==> src/rtl/ntt_pkg.sv <==
package ntt_pkg;

    localparam int COEF_W = 14;
    localparam int PROD_W = 2 * COEF_W;

    localparam logic [COEF_W:0] Q_MAIN = 15'd12289;
    localparam logic [COEF_W:0] Q_ALT  = 15'd7681;

    typedef logic [COEF_W-1:0] coef_t;

    // butterfly result: lo goes to the even index, hi to the odd index
    typedef struct packed {
        coef_t lo;
        coef_t hi;
    } pair_t;

    typedef enum logic {ST_IDLE, ST_RUN} run_state_t;

    typedef struct packed {
        logic [1:0] len_code;
        logic       q_alt;
        logic       inv;
    } cfg_t;

    function automatic logic [COEF_W:0] modulus(input logic alt);
        return alt ? Q_ALT : Q_MAIN;
    endfunction

    function automatic logic [3:0] log_len(input logic [1:0] code);
        case (code)
            2'd0:    return 4'd8;
            2'd1:    return 4'd9;
            default: return 4'd10;
        endcase
    endfunction

    function automatic coef_t mod_add(input coef_t a, input coef_t b, input logic [COEF_W:0] q);
        logic [COEF_W:0] s;
        s = {1'b0, a} + {1'b0, b};
        if (s >= q) s = s - q;
        return coef_t'(s);
    endfunction

    function automatic coef_t mod_sub(input coef_t a, input coef_t b, input logic [COEF_W:0] q);
        logic [COEF_W:0] s;
        s = {1'b0, a} + q - {1'b0, b};
        if (s >= q) s = s - q;
        return coef_t'(s);
    endfunction

    // reduction by a constant per modulus, then a select
    function automatic coef_t mod_mul(input coef_t a, input coef_t b, input logic alt);
        logic [PROD_W-1:0] pr;
        logic [PROD_W-1:0] r0;
        logic [PROD_W-1:0] r1;
        pr = PROD_W'(a) * PROD_W'(b);
        r0 = pr % PROD_W'(Q_MAIN);
        r1 = pr % PROD_W'(Q_ALT);
        return alt ? coef_t'(r1) : coef_t'(r0);
    endfunction

    // bank number from index top bit and bottom bit
    function automatic logic [1:0] bank_of(input logic top, input logic bot);
        return {top, ~bot};
    endfunction

endpackage

==> src/rtl/ntt_sched.sv <==
module ntt_sched
    import ntt_pkg::*;
#(
    parameter int LOGN_MAX = 10
) (
    input  logic                  clk,
    input  logic                  rst,
    input  logic                  start,
    input  logic [1:0]            len_code,
    input  logic                  q_alt_in,
    input  logic                  inv_in,
    output logic                  busy,
    output logic                  done,
    output logic                  q_alt,
    output logic                  inv,
    output logic                  page,
    output logic                  rd_en,
    output logic                  rd_lsb,
    output logic [LOGN_MAX-3:0]   rd_addr,
    output logic [LOGN_MAX-2:0]   tw_idx,
    output logic                  cap_en,
    output logic                  cap_slot,
    output logic                  cap_lsb,
    output logic                  wr_en,
    output logic                  wr_second,
    output logic                  wr_lsb,
    output logic [LOGN_MAX-3:0]   wr_addr
);

    localparam int CW = LOGN_MAX;
    localparam int IW = LOGN_MAX - 1;
    localparam int AI = LOGN_MAX - 2;
    localparam int SW = $clog2(LOGN_MAX);

    run_state_t     st;
    cfg_t           cfg;
    logic [SW-1:0]  stage;
    logic [CW-1:0]  cyc;

    logic [SW-1:0]  logn;
    logic [CW-1:0]  half_n, quart_n, last_cyc;
    logic [CW-1:0]  grp, jidx, pa, pb;
    logic           run, wa, wb;

    always_comb begin
        logn     = SW'(log_len(cfg.len_code));
        half_n   = CW'(1) << (logn - SW'(1));
        quart_n  = half_n >> 1;
        last_cyc = half_n + CW'(2);
        run      = (st == ST_RUN);
        grp      = cyc >> 1;
        jidx     = grp + (cyc[0] ? quart_n : '0);
        pa       = (cyc - CW'(3)) >> 1;
        pb       = (cyc - CW'(4)) >> 1;
        wa       = run && cyc[0]  && (cyc >= CW'(3)) && (cyc <= half_n + CW'(1));
        wb       = run && !cyc[0] && (cyc >= CW'(4)) && (cyc <= last_cyc);
    end

    assign busy      = run;
    assign q_alt     = cfg.q_alt;
    assign inv       = cfg.inv;
    assign page      = stage[0];
    assign rd_en     = run && (cyc < half_n);
    assign rd_lsb    = grp[0];
    assign rd_addr   = AI'(jidx >> 1);
    assign tw_idx    = IW'((jidx >> stage) << stage);
    assign wr_en     = wa || wb;
    assign wr_second = wb;
    assign wr_lsb    = wb ? ~pb[0] : pa[0];
    assign wr_addr   = wb ? AI'(pb) : AI'(pa);

    always_ff @(posedge clk) begin
        if (rst) begin
            st       <= ST_IDLE;
            cfg      <= '0;
            stage    <= '0;
            cyc      <= '0;
            done     <= 1'b0;
            cap_en   <= 1'b0;
            cap_slot <= 1'b0;
            cap_lsb  <= 1'b0;
        end else begin
            done     <= 1'b0;
            cap_en   <= rd_en;
            cap_slot <= cyc[0];
            cap_lsb  <= grp[0];
            case (st)
                ST_IDLE: begin
                    if (start) begin
                        cfg   <= '{len_code: len_code, q_alt: q_alt_in, inv: inv_in};
                        stage <= '0;
                        cyc   <= '0;
                        st    <= ST_RUN;
                    end
                end
                default: begin
                    if (cyc == last_cyc) begin
                        cyc <= '0;
                        if (stage == logn - SW'(1)) begin
                            st   <= ST_IDLE;
                            done <= 1'b1;
                        end else begin
                            stage <= stage + SW'(1);
                        end
                    end else begin
                        cyc <= cyc + CW'(1);
                    end
                end
            endcase
        end
    end

    a_r9_done_single: assert property (@(posedge clk) disable iff (rst)
        done |=> !done);

    a_r9_done_idle: assert property (@(posedge clk) disable iff (rst)
        done |-> !busy);

    a_r10_cfg_hold: assert property (@(posedge clk) disable iff (rst)
        (busy && $past(busy)) |-> $stable(cfg));

    a_r4_tw_range: assert property (@(posedge clk) disable iff (rst)
        rd_en |-> (CW'(tw_idx) < half_n));

endmodule

==> src/rtl/ntt_bfly.sv <==
module ntt_bfly
    import ntt_pkg::*;
(
    input  logic  clk,
    input  logic  rst,
    input  logic  cap_en,
    input  logic  cap_slot,
    input  logic  q_alt,
    input  coef_t u,
    input  coef_t v,
    input  coef_t w,
    output pair_t ga,
    output pair_t gb
);

    logic [COEF_W:0] q;
    pair_t           res;

    always_comb begin
        q      = modulus(q_alt);
        res.lo = mod_add(u, v, q);
        res.hi = mod_mul(mod_sub(u, v, q), w, q_alt);
    end

    always_ff @(posedge clk) begin
        if (rst) begin
            ga <= '0;
            gb <= '0;
        end else if (cap_en) begin
            if (cap_slot) gb <= res;
            else          ga <= res;
        end
    end

    a_r7_slot0_reduced: assert property (@(posedge clk) disable iff (rst)
        (cap_en && !cap_slot) |=> ({1'b0, ga.lo} < q && {1'b0, ga.hi} < q));

    a_r7_slot1_reduced: assert property (@(posedge clk) disable iff (rst)
        (cap_en && cap_slot) |=> ({1'b0, gb.lo} < q && {1'b0, gb.hi} < q));

endmodule

==> src/rtl/ntt_bank_xbar.sv <==
module ntt_bank_xbar
    import ntt_pkg::*;
#(
    parameter int LOGN_MAX = 10
) (
    input  logic                                clk,
    input  logic                                rst,
    input  logic                                page,
    input  logic                                rd_en,
    input  logic                                rd_lsb,
    input  logic [LOGN_MAX-3:0]                 rd_addr,
    input  logic                                cap_lsb,
    input  logic                                wr_en,
    input  logic                                wr_second,
    input  logic                                wr_lsb,
    input  logic [LOGN_MAX-3:0]                 wr_addr,
    input  pair_t                               ga,
    input  pair_t                               gb,
    input  logic [3:0][COEF_W-1:0]              bank_rdata,
    output logic [3:0]                          bank_en,
    output logic [3:0]                          bank_we,
    output logic [3:0][LOGN_MAX-2:0]            bank_addr,
    output logic [3:0][COEF_W-1:0]              bank_wdata,
    output coef_t                               u,
    output coef_t                               v
);

    logic [3:0] rd_mask, wr_mask;
    coef_t      pend_top0, pend_top1;
    coef_t      wval0, wval1;

    always_comb begin
        rd_mask = '0;
        wr_mask = '0;
        if (rd_en) begin
            rd_mask[bank_of(1'b0, rd_lsb)] = 1'b1;
            rd_mask[bank_of(1'b1, rd_lsb)] = 1'b1;
        end
        if (wr_en) begin
            wr_mask[bank_of(1'b0, wr_lsb)] = 1'b1;
            wr_mask[bank_of(1'b1, wr_lsb)] = 1'b1;
        end
        if (wr_second) begin
            wval0 = pend_top0;
            wval1 = pend_top1;
        end else begin
            wval0 = wr_lsb ? ga.hi : ga.lo;
            wval1 = wr_lsb ? gb.hi : gb.lo;
        end
        u = bank_rdata[bank_of(1'b0, cap_lsb)];
        v = bank_rdata[bank_of(1'b1, cap_lsb)];
    end

    // hold the half of each result that is not stored in the first write
    always_ff @(posedge clk) begin
        if (rst) begin
            pend_top0 <= '0;
            pend_top1 <= '0;
        end else if (wr_en && !wr_second) begin
            pend_top0 <= wr_lsb ? ga.lo : ga.hi;
            pend_top1 <= wr_lsb ? gb.lo : gb.hi;
        end
    end

    for (genvar b = 0; b < 4; b++) begin : g_bank
        assign bank_en[b]    = rd_mask[b] | wr_mask[b];
        assign bank_we[b]    = wr_mask[b];
        assign bank_addr[b]  = wr_mask[b] ? {~page, wr_addr} : {page, rd_addr};
        assign bank_wdata[b] = (b >= 2) ? wval1 : wval0;
    end

    a_r5_no_bank_clash: assert property (@(posedge clk) disable iff (rst)
        (rd_mask & wr_mask) == 4'b0);

    a_r5_write_pair: assert property (@(posedge clk) disable iff (rst)
        wr_en |-> ($countones(bank_we) == 2));

endmodule

==> src/rtl/ntt_engine.sv <==
module ntt_engine
    import ntt_pkg::*;
#(
    parameter int LOGN_MAX = 10
) (
    input  logic                        clk,
    input  logic                        rst,
    input  logic                        start,
    input  logic [1:0]                  len_code,
    input  logic                        q_alt,
    input  logic                        inverse,
    output logic                        busy,
    output logic                        done,
    output logic [LOGN_MAX-2:0]         tw_idx,
    output logic                        tw_inv,
    input  logic [COEF_W-1:0]           tw_val,
    output logic [3:0]                  bank_en,
    output logic [3:0]                  bank_we,
    output logic [3:0][LOGN_MAX-2:0]    bank_addr,
    output logic [3:0][COEF_W-1:0]      bank_wdata,
    input  logic [3:0][COEF_W-1:0]      bank_rdata
);

    localparam int AI = LOGN_MAX - 2;

    logic          q_sel, page, rd_en, rd_lsb, cap_en, cap_slot, cap_lsb;
    logic          wr_en, wr_second, wr_lsb;
    logic [AI-1:0] rd_addr, wr_addr;
    pair_t         ga, gb;
    coef_t         u, v;

    ntt_sched #(.LOGN_MAX(LOGN_MAX)) u_sched (
        .clk       (clk),
        .rst       (rst),
        .start     (start),
        .len_code  (len_code),
        .q_alt_in  (q_alt),
        .inv_in    (inverse),
        .busy      (busy),
        .done      (done),
        .q_alt     (q_sel),
        .inv       (tw_inv),
        .page      (page),
        .rd_en     (rd_en),
        .rd_lsb    (rd_lsb),
        .rd_addr   (rd_addr),
        .tw_idx    (tw_idx),
        .cap_en    (cap_en),
        .cap_slot  (cap_slot),
        .cap_lsb   (cap_lsb),
        .wr_en     (wr_en),
        .wr_second (wr_second),
        .wr_lsb    (wr_lsb),
        .wr_addr   (wr_addr)
    );

    ntt_bfly u_bfly (
        .clk      (clk),
        .rst      (rst),
        .cap_en   (cap_en),
        .cap_slot (cap_slot),
        .q_alt    (q_sel),
        .u        (u),
        .v        (v),
        .w        (tw_val),
        .ga       (ga),
        .gb       (gb)
    );

    ntt_bank_xbar #(.LOGN_MAX(LOGN_MAX)) u_xbar (
        .clk        (clk),
        .rst        (rst),
        .page       (page),
        .rd_en      (rd_en),
        .rd_lsb     (rd_lsb),
        .rd_addr    (rd_addr),
        .cap_lsb    (cap_lsb),
        .wr_en      (wr_en),
        .wr_second  (wr_second),
        .wr_lsb     (wr_lsb),
        .wr_addr    (wr_addr),
        .ga         (ga),
        .gb         (gb),
        .bank_rdata (bank_rdata),
        .bank_en    (bank_en),
        .bank_we    (bank_we),
        .bank_addr  (bank_addr),
        .bank_wdata (bank_wdata),
        .u          (u),
        .v          (v)
    );

    a_r1_quiet_idle: assert property (@(posedge clk) disable iff (rst)
        !busy |-> (bank_en == 4'b0));

endmodule

==> config.mk <==
export PLATFORM = sky130hd
export DESIGN_NAME = ntt_engine
export DESIGN_NICKNAME = d
export VERILOG_FILES = /design/src/rtl/ntt_pkg.sv /design/src/rtl/ntt_sched.sv /design/src/rtl/ntt_bfly.sv /design/src/rtl/ntt_bank_xbar.sv /design/src/rtl/ntt_engine.sv
export SDC_FILE = /design/constraint.sdc
export NUM_CORES = 1
export LEC_CHECK = 0
export BUFFER_PORTS_ARGS = -buffer_cell sky130_fd_sc_hd__buf_4
export CAP_MARGIN = 10
export CORE_AREA = 2 2 185 368
export CTS_CLUSTER_SIZE = 30
export DETAILED_ROUTE_END_ITERATION = 12
export DIE_AREA = 0 0 187 370
export SYNTH_ARGS = -nofsm -noshare
export SYNTH_HDL_FRONTEND = slang
export SYNTH_SLANG_ARGS = --single-unit
==> constraint.sdc <==
create_clock -name clk -period 75.4 [get_ports clk]
set_clock_uncertainty 0.15 [all_clocks]
set_input_delay 15.08 -clock clk [delete_from_list [all_inputs] [get_ports clk]]
set_output_delay 15.08 -clock clk [all_outputs]
set_load 0.005 [all_outputs]
==> results.txt <==
Detailed placement finished with a half-perimeter wire length of 88290 µm. The area of the die is 0.06919 mm², and the count of endpoints failing setup in the final report is 0. The H-tree depth reported by CTS was 3.

The internal reg-to-reg setup slack is 25.00 ns. The tools report the number of global-route vias before repair as 30.83k. Category of the most critical setup path: input port to register. The area growth from synthesis to layout is 7.414%. The tools report the total of fill cells in the finished design as 6915. After detailed routing, the average wire length per cell comes to 21.59 µm. The number of sinks driven by the clock tree is 107. After detailed routing, the number of remaining DRC violations is 0.

Setup slack on the critical path of the routed design comes to 11.13 ns. The run finished with clean final reports. Summed over all layers, the routed wires come to 106900 µm. The number of endpoints with negative hold slack in the final report is 0.

The tree is rooted in a sky130_fd_sc_hd__clkbuf_16. The tools report the worst setup path startpoint as bank_rdata[29]. The clock transition at the registers of the reported paths was 0.08 ns; the remaining global-route overflow was 0. STA classifies the critical path startpoint as an input port.

Sorting the synthesized cells by area gives the leading types as sky130_fd_sc_hd__fa_1 10%, sky130_fd_sc_hd__ha_1 10%, sky130_fd_sc_hd__dfxtp_1 7.3%. The post-route setup TNS came out at 0 ns. From bottom edge to top edge, the die measures 370 µm. The logs give 166100 µm for the wire length of the first global-routing pass and 64.37 ns for the data arrival time at the worst-slack endpoint.

The number of post-CTS setup repair buffers is 0. The number of buffers inserted for hold repair after clock tree synthesis is 0. The count of buffers inserted at the top-level ports works out to 188. At the worst endpoint, the required time is 75.51 ns. TritonCTS built the clock tree. Capture point of the worst path: u_bfly.gb[7].

The clock passes through at most 2 buffers. For the number of antenna-violating nets in the routed design, the log shows 0. Fraction of layout cells with a size suffix above 1: 0.1040. For this run, the number of Yosys warnings is 0. Initial antenna violation count: 4. Cell accounting for the most synthesized area: sky130_fd_sc_hd__fa_1. The startpoint of the most critical register-to-register path was u_sched.cap_lsb. The worst setup path is captured at a register. The tool flagged a number of max-cap violations equal to 0. The cell area that synthesis handed to floorplanning was 0.02951 mm². The post-CTS resize count is 0. By instance count, the cell type seen most on the critical path is sky130_fd_sc_hd__ha_1. Leaving out fill and tap cells, the most frequent cell in the layout is sky130_fd_sc_hd__nor2_1.

The largest single stage delay on the critical path is 0.92 ns. The biggest fanout along the worst timing path works out to 24. The sequential area share after synthesis was 0.07258. Yosys mapped the design onto 142 distinct sky130hd cell types.

The highest clock frequency the design can meet was 15.56 MHz. The worst-margin pin slew was 1.192 ns; the post-placement worst setup slack was 11.55 ns. The width of the die was 187 µm. The weighted congestion at the end of routability-driven global placement is 0.9976, and the portion of synthesized cell area occupied by the leading cell type is 0.1004.

Setup repair after global routing left no endpoint under its margin. Counting instances, the worst hold path has a depth of 2. The worst reg2reg path depth was 182. The path class of the tightest hold or removal check is register to register. The total count of max-transition violations in the final report was 0; the async set-reset flop share out of synthesis was 0. The master of the slowest instance on the critical path was sky130_fd_sc_hd__xnor2_1. The tools report the endpoint of the most critical register-to-register path as u_bfly.gb[7].

The post-synthesis register bit count came out at 107. During I/O placement, the number of pins put on the boundary was 189. The top flip-flop cell by instance count after synthesis is sky130_fd_sc_hd__dfxtp_1. The global-route usage over all layers is 0.3016. The floorplan has 134 rows. The top cell types in the final layout, fill and taps aside, are 427 x sky130_fd_sc_hd__nor2_1, 410 x sky130_fd_sc_hd__nand2_1, 271 x sky130_fd_sc_hd__inv_1, 243 x sky130_fd_sc_hd__a21oi_1, 235 x sky130_fd_sc_hd__ha_1. For this run, the detailed router's first-pass iteration total came to 6.

The number of nets in the final layout is 4524, and the final period demand of the worst path is 64.27 ns. In the routed layout, each cell is associated on average with a via count of 6.149. Synthesis produced 4020 cells. For the initial standard-cell utilization of the core, the log shows 0.4434. Buffers inserted during clock tree synthesis total 9. Entering global routing, the biggest net connects 63 pins.

For the relative max-transition margin, the log shows 0.1986. The initial detailed-routing violation count was 1429. Detailed routing inserted a total of 30.46k vias. The core area is 0.06656 mm², and the post-route fraction of the period consumed by the critical path is 0.8523. Counting flops with a built-in enable in the synthesized netlist gives 0.

The clock latency on the worst-skew pair is 0.37 ns, and the synthesized area divided by synthesized cell count is 7.342 µm². The startpoint identified for the worst hold timing path is u_sched.inv.
how the worst min path moves through the flow:
stage,slack [ns],endpoint
CTS,0.32,u_bfly.ga[18]
detailed placement,0.31,u_bfly.ga[18]
floorplan,0.30,u_bfly.ga[17]
finish,0.32,u_sched.inv
global route,0.33,u_sched.inv
global placement,0.29,u_sched.inv
critical path: cells and delay by family:
| family | cells | cell delay, ns |
|---|---|---|
| and+or+nand+nor | 63 | 14.46 |
| adders and majority gates | 27 | 10.80 |
| muxes | 3 | 0.98 |
| xor gates and xnor gates | 9 | 2.94 |
| buffers and inverters | 12 | 1.04 |
| AOI/OAI and AO/OA | 68 | 18.96 |
synth_stat cells (54+ instances only):
master,number
sky130_fd_sc_hd__nor2_1,428
sky130_fd_sc_hd__nand2_1,410
sky130_fd_sc_hd__dfxtp_1,107
sky130_fd_sc_hd__mux2i_1,117
sky130_fd_sc_hd__xor2_1,95
sky130_fd_sc_hd__nand3_1,98
sky130_fd_sc_hd__a211oi_1,86
sky130_fd_sc_hd__ha_1,236
sky130_fd_sc_hd__o21ai_0,146
sky130_fd_sc_hd__clkbuf_1,123
sky130_fd_sc_hd__buf_4,54
sky130_fd_sc_hd__a21oi_1,244
sky130_fd_sc_hd__inv_1,272
sky130_fd_sc_hd__nor3_1,112
sky130_fd_sc_hd__and2_1,139
sky130_fd_sc_hd__xnor2_1,151
sky130_fd_sc_hd__a21o_1,70
sky130_fd_sc_hd__fa_1,148
logic make-up (layout without fill, tap and decap cells):
kind of cell | Yosys count | count (layout) | synth area share
xor gates and xnor gates | 250 | 250 | 0.07520
DFF | 107 | 107 | 0.07258
and+or+nand+nor | 1562 | 1562 | 0.2654
muxes | 153 | 153 | 0.05452
AOI/OAI and AO/OA | 1072 | 1072 | 0.2600
adders and majority gates | 389 | 389 | 0.2022
buffers and inverters | 485 | 523 | 0.06986
other | 2 | 13 | 0.0002545
state kept, by name, summed over array words and instances, names as in the netlist:
| name | flops |
|---|---|
| u_sched.q_alt | 1 |
| u_sched.cap_en | 1 |
| u_bfly.ga | 28 |
| u_xbar.pend_top0 | 14 |
| u_sched.cyc | 10 |
| u_sched.inv | 1 |
| u_sched.busy | 1 |
| u_xbar.pend_top1 | 14 |
| u_sched.cfg | 2 |
| u_bfly.gb | 28 |
| u_sched.stage | 4 |
| u_sched.done | 1 |
| u_sched.cap_slot | 1 |
| u_sched.cap_lsb | 1 |
per-layer routing:
metal	GRT usage	routed length, µm
met4	0.2491	9889
met1	0.2696	35310
met3	0.03003	3808
met2	0.6012	57890
met5	0	28
per-stage QoR:
| stage | hold WS (ns) | instance area, µm² | util | instances |
|---|---|---|---|---|
| 2_1_floorplan | 0.2980 | 29550 | - | 4030 |
| 3_3_place_gp | 0.2948 | 31390 | 0.4716 | 4934 |
| 3_5_place_dp | 0.3110 | 31390 | 0.4716 | 4934 |
| 4_1_cts | 0.3220 | 31690 | 0.4761 | 4950 |
| 5_1_grt | 0.3336 | 31700 | 0.4763 | 4952 |
| 6_report | 0.3154 | 31700 | 0.4763 | 4953 |
area by class of cell:
type / instances / area, µm² / share of cell area
Antenna cell: 1 / 2.502 / 0.00007893
Clock buffer: 10 / 239.0 / 0.007538
Clock inverter: 6 / 57.56 / 0.001815
Inverter: 274 / 1028 / 0.03244
Multi-Input combinational cell: 3438 / 25380 / 0.8005
Sequential cell: 107 / 2143 / 0.06761
Tap cell: 884 / 1106 / 0.03489
Timing Repair Buffer: 233 / 1747 / 0.05510
Power is not shown: default switching activity piles up to over one toggle a cycle in this logic, so the estimate is an artifact.
